`src/rtl/lsm_pkg.sv`:
```
package lsm_pkg;
  localparam int NPIN          = 4;
  localparam int CH_PER_STREAM = 32;
  localparam int SLOT_BITS     = 8;
  localparam int FRAME_CLKS    = NPIN * CH_PER_STREAM * SLOT_BITS;
  localparam int CW            = $clog2(FRAME_CLKS);
  localparam int CHW           = $clog2(CH_PER_STREAM);
  localparam int SW            = $clog2(NPIN);

  typedef enum logic [1:0] {
    MODE_2M       = 2'd0,
    MODE_4M_PAIRS = 2'd1,
    MODE_8M_ALL   = 2'd2,
    MODE_MIXED    = 2'd3
  } pin_mode_e;

  // lg_rate: log2 of clocks per bit; lg_share: log2 of streams per pin
  typedef struct packed {
    logic          on;
    logic [1:0]    lg_rate;
    logic [1:0]    lg_share;
    logic [SW-1:0] first;
  } lane_cfg_t;

  typedef struct packed {
    logic [1:0]     phase;
    logic [2:0]     bitn;
    logic [SW-1:0]  strm;
    logic [CHW-1:0] chan;
  } slot_pos_t;

  function automatic lane_cfg_t cfg_of(pin_mode_e m, int pin);
    lane_cfg_t g;
    g = '0;
    case (m)
      MODE_2M: begin
        g.on = 1'b1; g.lg_rate = 2'd2; g.lg_share = 2'd0; g.first = SW'(pin);
      end
      MODE_4M_PAIRS: if (pin == 0 || pin == 2) begin
        g.on = 1'b1; g.lg_rate = 2'd1; g.lg_share = 2'd1; g.first = SW'(pin);
      end
      MODE_8M_ALL: if (pin == 0) begin
        g.on = 1'b1; g.lg_rate = 2'd0; g.lg_share = 2'd2; g.first = '0;
      end
      default: begin
        if (pin < 2) begin
          g.on = 1'b1; g.lg_rate = 2'd2; g.lg_share = 2'd0; g.first = SW'(pin);
        end else if (pin == 2) begin
          g.on = 1'b1; g.lg_rate = 2'd1; g.lg_share = 2'd1; g.first = SW'(pin);
        end
      end
    endcase
    return g;
  endfunction

  function automatic logic [1:0] low_mask(logic [1:0] lg);
    return (lg == 2'd2) ? 2'b11 : (lg == 2'd1) ? 2'b01 : 2'b00;
  endfunction

  function automatic slot_pos_t pos_of(logic [CW-1:0] c, lane_cfg_t g);
    slot_pos_t     p;
    logic [CW-1:0] slot;
    slot   = c >> ({1'b0, g.lg_rate} + 3'd3);
    p.phase = c[1:0] & low_mask(g.lg_rate);
    p.bitn  = 3'(c >> g.lg_rate);
    p.strm  = g.first + (slot[SW-1:0] & low_mask(g.lg_share));
    p.chan  = CHW'(slot >> g.lg_share);
    return p;
  endfunction
endpackage

```
`src/rtl/lsm_frame_timer.sv`:
```
module lsm_frame_timer
  import lsm_pkg::*;
(
  input  logic          clk,
  input  logic          rst_n,
  input  pin_mode_e     mode_req,
  output logic [CW-1:0] cnt_now,
  output logic [CW-1:0] cnt_next,
  output pin_mode_e     mode_now,
  output pin_mode_e     mode_next
);
  localparam logic [CW-1:0] LAST = CW'(FRAME_CLKS - 1);

  logic [CW-1:0] cnt_q;
  pin_mode_e     mode_q;
  logic          wrap;

  always_comb begin
    wrap      = (cnt_q == LAST);
    cnt_next  = wrap ? '0 : cnt_q + 1'b1;
    mode_next = wrap ? mode_req : mode_q;
  end

  // reset parks the counter on the last cycle so the first edge opens a frame
  always_ff @(posedge clk or negedge rst_n) begin
    if (!rst_n) begin
      cnt_q  <= LAST;
      mode_q <= MODE_2M;
    end else begin
      cnt_q  <= cnt_next;
      mode_q <= mode_next;
    end
  end

  assign cnt_now  = cnt_q;
  assign mode_now = mode_q;

  a_r9_mode_held_in_frame: assert property (@(posedge clk) disable iff (!rst_n)
    (cnt_q != '0) |-> $stable(mode_q));
  a_r9_frame_wraps: assert property (@(posedge clk) disable iff (!rst_n)
    (cnt_q == LAST) |=> (cnt_q == '0));
endmodule

```
`src/rtl/lsm_lane.sv`:
```
module lsm_lane
  import lsm_pkg::*;
#(
  parameter int PIN = 0
) (
  input  logic           clk,
  input  logic           rst_n,
  input  pin_mode_e      mode_now,
  input  pin_mode_e      mode_next,
  input  logic [CW-1:0]  cnt_now,
  input  logic [CW-1:0]  cnt_next,
  output logic           req,
  output logic [SW-1:0]  req_strm,
  output logic [CHW-1:0] req_chan,
  input  logic [7:0]     tx_byte,
  output logic           sout,
  input  logic           sin,
  output logic           rx_fire,
  output logic [SW-1:0]  rx_strm,
  output logic [CHW-1:0] rx_chan,
  output logic [7:0]     rx_byte
);
  lane_cfg_t cfg_n, cfg_c;
  slot_pos_t pos_n, pos_c;
  logic      slot_start, bit_edge, samp, last_samp;
  logic [1:0] half;

  logic       sout_q, sout_d;
  logic [7:0] tsh_q, tsh_d;
  logic [6:0] rsh_q, rsh_d;
  logic       fire_q, fire_d;
  logic [7:0] rbyte_q, rbyte_d;
  logic [SW-1:0]  rstrm_q, rstrm_d;
  logic [CHW-1:0] rchan_q, rchan_d;

  always_comb begin
    cfg_n      = cfg_of(mode_next, PIN);
    cfg_c      = cfg_of(mode_now, PIN);
    pos_n      = pos_of(cnt_next, cfg_n);
    pos_c      = pos_of(cnt_now, cfg_c);
    bit_edge   = cfg_n.on && (pos_n.phase == 2'd0);
    slot_start = bit_edge && (pos_n.bitn == 3'd0);
    half       = (cfg_c.lg_rate == 2'd2) ? 2'd2 : (cfg_c.lg_rate == 2'd1) ? 2'd1 : 2'd0;
    samp       = cfg_c.on && (pos_c.phase == half);
    last_samp  = samp && (pos_c.bitn == 3'd7);
  end

  assign req      = slot_start;
  assign req_strm = pos_n.strm;
  assign req_chan = pos_n.chan;

  // transmit next state
  always_comb begin
    sout_d = sout_q;
    tsh_d  = tsh_q;
    if (!cfg_n.on) begin
      sout_d = 1'b0;
      tsh_d  = '0;
    end else if (slot_start) begin
      sout_d = tx_byte[7];
      tsh_d  = {tx_byte[6:0], 1'b0};
    end else if (bit_edge) begin
      sout_d = tsh_q[7];
      tsh_d  = {tsh_q[6:0], 1'b0};
    end
  end

  // receive next state
  always_comb begin
    rsh_d   = samp ? {rsh_q[5:0], sin} : rsh_q;
    fire_d  = last_samp;
    rbyte_d = last_samp ? {rsh_q, sin} : rbyte_q;
    rstrm_d = last_samp ? pos_c.strm : rstrm_q;
    rchan_d = last_samp ? pos_c.chan : rchan_q;
  end

  always_ff @(posedge clk or negedge rst_n) begin
    if (!rst_n) begin
      sout_q  <= 1'b0;
      tsh_q   <= '0;
      rsh_q   <= '0;
      fire_q  <= 1'b0;
      rbyte_q <= '0;
      rstrm_q <= '0;
      rchan_q <= '0;
    end else begin
      sout_q  <= sout_d;
      tsh_q   <= tsh_d;
      rsh_q   <= rsh_d;
      fire_q  <= fire_d;
      rbyte_q <= rbyte_d;
      rstrm_q <= rstrm_d;
      rchan_q <= rchan_d;
    end
  end

  assign sout    = sout_q;
  assign rx_fire = fire_q;
  assign rx_strm = rstrm_q;
  assign rx_chan = rchan_q;
  assign rx_byte = rbyte_q;

  a_r6_bit_held: assert property (@(posedge clk) disable iff (!rst_n)
    (cfg_c.on && pos_c.phase != 2'd0) |-> $stable(sout_q));
  a_r8_idle_pin_low: assert property (@(posedge clk) disable iff (!rst_n)
    !cfg_c.on |-> !sout_q);
  a_r7_single_cycle_strobe: assert property (@(posedge clk) disable iff (!rst_n)
    fire_q |=> !fire_q);
endmodule

```
`src/rtl/lsm_serial_mux.sv`:
```
module lsm_serial_mux
  import lsm_pkg::*;
(
  input  logic                clk,
  input  logic                rst_n,
  input  logic [1:0]          mode_sel,
  output logic [NPIN-1:0]     tx_req,
  output logic [NPIN*CHW-1:0] tx_chan,
  input  logic [NPIN*8-1:0]   tx_data,
  output logic [NPIN-1:0]     ser_out,
  input  logic [NPIN-1:0]     ser_in,
  output logic [NPIN-1:0]     rx_valid,
  output logic [NPIN*CHW-1:0] rx_chan,
  output logic [NPIN*8-1:0]   rx_data
);
  logic [1:0] rs_q;
  logic       rst_i;

  always_ff @(posedge clk or negedge rst_n) begin
    if (!rst_n) rs_q <= 2'b00;
    else        rs_q <= {rs_q[0], 1'b1};
  end
  assign rst_i = rs_q[1];

  logic [CW-1:0] cnt_now, cnt_next;
  pin_mode_e     mode_now, mode_next;

  lsm_frame_timer u_timer (
    .clk      (clk),
    .rst_n    (rst_i),
    .mode_req (pin_mode_e'(mode_sel)),
    .cnt_now  (cnt_now),
    .cnt_next (cnt_next),
    .mode_now (mode_now),
    .mode_next(mode_next)
  );

  logic [NPIN-1:0] ln_req, ln_fire;
  logic [SW-1:0]   ln_qs [NPIN];
  logic [CHW-1:0]  ln_qc [NPIN];
  logic [7:0]      ln_txb[NPIN];
  logic [SW-1:0]   ln_rs [NPIN];
  logic [CHW-1:0]  ln_rc [NPIN];
  logic [7:0]      ln_rb [NPIN];

  for (genvar p = 0; p < NPIN; p++) begin : g_lane
    assign ln_txb[p] = tx_data[{ln_qs[p], 3'b000} +: 8];
    lsm_lane #(.PIN(p)) u_lane (
      .clk      (clk),
      .rst_n    (rst_i),
      .mode_now (mode_now),
      .mode_next(mode_next),
      .cnt_now  (cnt_now),
      .cnt_next (cnt_next),
      .req      (ln_req[p]),
      .req_strm (ln_qs[p]),
      .req_chan (ln_qc[p]),
      .tx_byte  (ln_txb[p]),
      .sout     (ser_out[p]),
      .sin      (ser_in[p]),
      .rx_fire  (ln_fire[p]),
      .rx_strm  (ln_rs[p]),
      .rx_chan  (ln_rc[p]),
      .rx_byte  (ln_rb[p])
    );
  end

  // lane-indexed results steered onto stream-indexed ports
  always_comb begin
    tx_req   = '0;
    tx_chan  = '0;
    rx_valid = '0;
    rx_chan  = '0;
    rx_data  = '0;
    for (int s = 0; s < NPIN; s++) begin
      for (int p = 0; p < NPIN; p++) begin
        if (rst_i && ln_req[p] && ln_qs[p] == SW'(s)) begin
          tx_req[s]              = 1'b1;
          tx_chan[s*CHW +: CHW]  = ln_qc[p];
        end
        if (ln_fire[p] && ln_rs[p] == SW'(s)) begin
          rx_valid[s]            = 1'b1;
          rx_chan[s*CHW +: CHW]  = ln_rc[p];
          rx_data[s*8 +: 8]      = ln_rb[p];
        end
      end
    end
  end

  a_r3_one_stream_per_cycle: assert property (@(posedge clk) disable iff (!rst_i)
    (mode_now == MODE_8M_ALL && cnt_now != '0) |-> $onehot0(rx_valid));
  a_r10_quiet_in_reset: assert property (@(posedge clk)
    !rst_n |-> (tx_req == '0 && rx_valid == '0));
endmodule

```
`config.mk`:
```
export PLATFORM = sky130hd
export DESIGN_NAME = lsm_serial_mux
export DESIGN_NICKNAME = d
export VERILOG_FILES = /design/src/rtl/lsm_pkg.sv /design/src/rtl/lsm_frame_timer.sv /design/src/rtl/lsm_lane.sv /design/src/rtl/lsm_serial_mux.sv
export SDC_FILE = /design/constraint.sdc
export NUM_CORES = 1
export LEC_CHECK = 0
export BUFFER_PORTS_ARGS = -buffer_cell sky130_fd_sc_hd__buf_2
export CAP_MARGIN = 20
export CORE_MARGIN = 2
export CORE_UTILIZATION = 63
export DETAILED_ROUTE_END_ITERATION = 12
export HOLD_SLACK_MARGIN = 0.06
export PLACE_DENSITY = 0.85
export SLEW_MARGIN = 15
export SYNTH_ARGS = -nofsm -noshare
export SYNTH_HDL_FRONTEND = slang
export SYNTH_SLANG_ARGS = --single-unit
```
`constraint.sdc`:
```
create_clock -name clk -period 7.8 [get_ports clk]
set_input_delay 0.78 -clock clk [delete_from_list [all_inputs] [get_ports clk]]
set_output_delay 0.78 -clock clk [all_outputs]
set_load 0.03 [all_outputs]
```
==> results_dict.tcl <==
set metrics [dict create \
    grt_pass1_wl_um 38900 \
    timing.hold.ws_ns 0.128 \
    num_rows 42 \
    synth-seq-cells 136 \
    ff2ff_path_depth 12 \
    worst_pin_slew_ns 1.09 \
    cpMostUsedCell "ha_1" \
    cap_violations 0 \
    met3_usage_pct 7.24 \
    slew_viol_final 0 \
    status "completed" \
    cp_cell_sequence "ha_1 > nand4_4 > nor3_4 > mux2i_1 > inv_1 > ha_1 > nand2b_1 > o31ai_1 > a31oi_1 > o21ai_1 > nand4_1 > o22ai_1 > buf_2" \
    num_vias 8066 \
    async_flop_share_pct 100 \
    start_util_pct 64.9 \
    synth_area_um2 8630 \
    post_cts_buffers 0 \
    drt_iter0_markers 1064 \
    nets 1109 \
    setup_viol 0 \
    hold_path_class "primary input to async pin" \
    routed_wirelength_um 24600 \
    place_hpwl_um 17300 \
    insertion_delay_ns 0.43 \
    rsz0062_at_grt "no" \
    cts_buffer_depth 2 \
    finClkSkew_ns 0.00790 \
    worstPathRequired_ns 7.02 \
    dr.pass1.iters 6 \
    clkSinkCount 136 \
    gr-total-overflow 0 \
    ys_types 81 \
    synth_fp_nets 1042 \
    crit_type "flip-flop to output pin" \
    dieArea_um2 14600 \
    crit_buf_inv 2 \
    cts_tree "done" \
    grt_pass1_vias 7440 \
    max_slew_margin_pct 26.8 \
    met1_usage_pct 46.4 \
    gr-usage-all-layers_pct 34.1 \
    peakVddDrop_mv 0.146 \
    antenna_left 0 \
    numPortBuffers 123 \
    critPathMaxStageDelay_ns 0.66 \
    routabilityCongestion 0.970 \
    cts_root_buf "clkbuf_16" \
    start_kind "flip-flop" \
    wl_per_cell_um 19.7 \
    synth_warnings 0 \
    synth_edf_count 0 \
    powerDensity_nw_per_um2 162 \
    critPathMaxFanout 26 \
    grt_busiest_layer "met2" \
    finalCritPeriodShare_pct 81.7 \
    cts_resized 0 \
    clk_pin_slew_worst_paths_ns 0.06 \
    cts_buffers 17 \
    die_h_um 121 \
    diodes 0 \
    synth_cells 992 \
    synth_area_per_cell_um2 8.70 \
    tns_ns 0 \
    ctsHtreeMaxLevel 4 \
    via_per_inst 6.46 \
    chipWidth_um 121 \
    cp.arrival_ns 5.59 \
    antenna_found_initial 0 \
    ioPinCount 124 \
    drive_gt1_share_pct 23.9 \
    ys_seq_area_share_pct 39.6 \
    min_period_ns 6.37 \
    holdBufCountCts 0 \
    area_growth_pct 13.2 \
    use_met2_pct 53.5 \
    max_freq_mhz 157 \
    p_leak_nw 4.55 \
    crit_family "simple AND/OR/NAND/NOR gates" \
    coreArea_um2 13300 \
    drc_errors 0 \
    cp_num_cells 13 \
    crit_path_end_kind "output pin" \
    ys.flop_type "dfrtp_1" \
    hold_viol 0 \
    crit_slowest_cell "mux2i_1" \
    grt_max_degree 56 \
]
## worst register-to-register path: cells and delay by family (launching register included)
family	cells	cell delay, ns
fa+ha+maj	2	0.95
simple gates	3	0.91
compound gates	4	1.06
buf+inv	1	0.24
flops	1	0.64
mux	2	1.08
## layer usage
layer / wire length, µm / part of all wire [%] / up-vias
li1: - / - / 3691
met4: 895 / 3.6 / 0
met2: 11300 / 46 / 472
met3: 2260 / 9.2 / 89
met1: 10100 / 41 / 3814
met5: 0 / 0 / -
## path summary, 6_finish.rpt
check,start,to,slack (ns)
max in group asynchronous,rs_q[1]$_DFF_PN0_,g_lane[0].u_lane.rx_chan[4]$_DFFE_PN0P_,6.38
setup reg to reg,u_timer.cnt_now[1]$_DFF_PN1_,g_lane[0].u_lane.tsh_q[7]$_DFFE_PN0P_,2.82
setup / recovery,u_timer.cnt_now[1]$_DFF_PN1_,tx_chan[0],1.43
min in group clk,rs_q[0]$_DFF_PN0_,rs_q[1]$_DFF_PN0_,0.35
hold / removal,rst_n,rs_q[1]$_DFF_PN0_,0.13
hold reg to reg,rs_q[1]$_DFF_PN0_,u_timer.mode_now[0]$_DFF_PN0_,0.32
## cell usage after synthesis, drive strengths merged (7+ instances only)
| library cell | instances | area (µm²) |
|---|---|---|
| nand3 | 27 | 158 |
| o31a | 7 | 70.1 |
| mux2 | 59 | 664 |
| inv | 23 | 86.3 |
| dfrtp | 126 | 3150 |
| a311oi | 14 | 123 |
| nand4 | 7 | 65.1 |
| a21oi | 66 | 330 |
| nor2 | 71 | 272 |
| mux2i | 34 | 340 |
| a22o | 21 | 184 |
| ha | 10 | 125 |
| a22oi | 29 | 218 |
| o21ai | 61 | 317 |
| nor3 | 24 | 136 |
| dfstp | 10 | 263 |
| clkbuf | 52 | 196 |
| buf | 29 | 159 |
| and2 | 7 | 43.8 |
| nand2 | 192 | 721 |
| o22ai | 18 | 113 |
## logic make-up (layout without fill, tap and decap cells)
group                    Yosys count  count (layout)  synth area share [%]
AO/OA/AOI/OAI                    274             274                  21.7
XOR/XNOR                           9               9                  1.00
adder cells (fa/ha/maj)           10              10                  1.45
buffers and inverters            107             187                  5.25
flip-flops                       136             136                  39.6
multiplexers                      95              95                  12.2
other                              1               1                0.0435
AND/OR/NAND/NOR                  360             360                  18.8
## sequential cells by signal (all words and copies together) (netlist names)
name,count
g_lane.u_lane.rsh_q,28
g_lane.u_lane.rx_byte,32
g_lane.u_lane.rx_chan,20
g_lane.u_lane.rx_fire,4
g_lane.u_lane.rx_strm,6
g_lane.u_lane.sout,4
g_lane.u_lane.tsh_q,28
rs_q,2
u_timer.cnt_now,10
u_timer.mode_now,2
## cell type report
cell class,count,area (µm²)
multi-input combinational,749,4770
fill,964,3530
inverter,26,97.6
clock inverter,10,119
timing repair buffer,129,668
tap,176,220
clock buffer,22,474
sequential,136,3420
## report_power, final
group | internal (mW) | total (mW) | switching, mW
combinational | 0.0189 | 0.0494 | 0.0306
clock | 0.497 | 0.807 | 0.310
sequential | 0.713 | 0.724 | 0.0108
## cells in the final DEF (no fill, tap or decap), types with 4 or more instances in the layout
master	netlist	layout
a22o_1	21	21
nor3_1	22	22
dfrtp_1	126	125
o211ai_1	5	5
o21ai_0	56	56
buf_4	7	5
ha_1	10	10
a21oi_1	66	66
nand2_1	192	192
o31a_1	6	6
or3_1	4	4
buf_2	13	123
xnor2_1	6	6
mux2i_1	34	34
nand2b_1	5	5
clkbuf_16	0	17
a311oi_1	14	14
a211oi_1	6	6
nand4_1	5	5
clkinv_4	0	4
o31ai_1	6	6
nor2_2	2	4
nand3_1	24	24
o22ai_1	18	18
a22oi_1	29	29
nor2_1	69	67
dfstp_2	10	10
mux2_2	58	58
a31oi_1	4	4
inv_1	23	23
and2_1	7	7
## stage by stage
stage	worst slack (ns)	total power [mW]	area (µm²)	cells	utilization (%)
CTS	1.58	1.58	9750	1247	73.3
floorplan	1.67	0.759	8630	992	-
detailed placement	2.03	0.785	9160	1215	68.9
global placement	2.26	0.784	9160	1215	68.9
finish	1.43	1.58	9770	1248	73.5
global route	0.910	1.62	9770	1248	73.5
(Power assumes the default switching activity.)
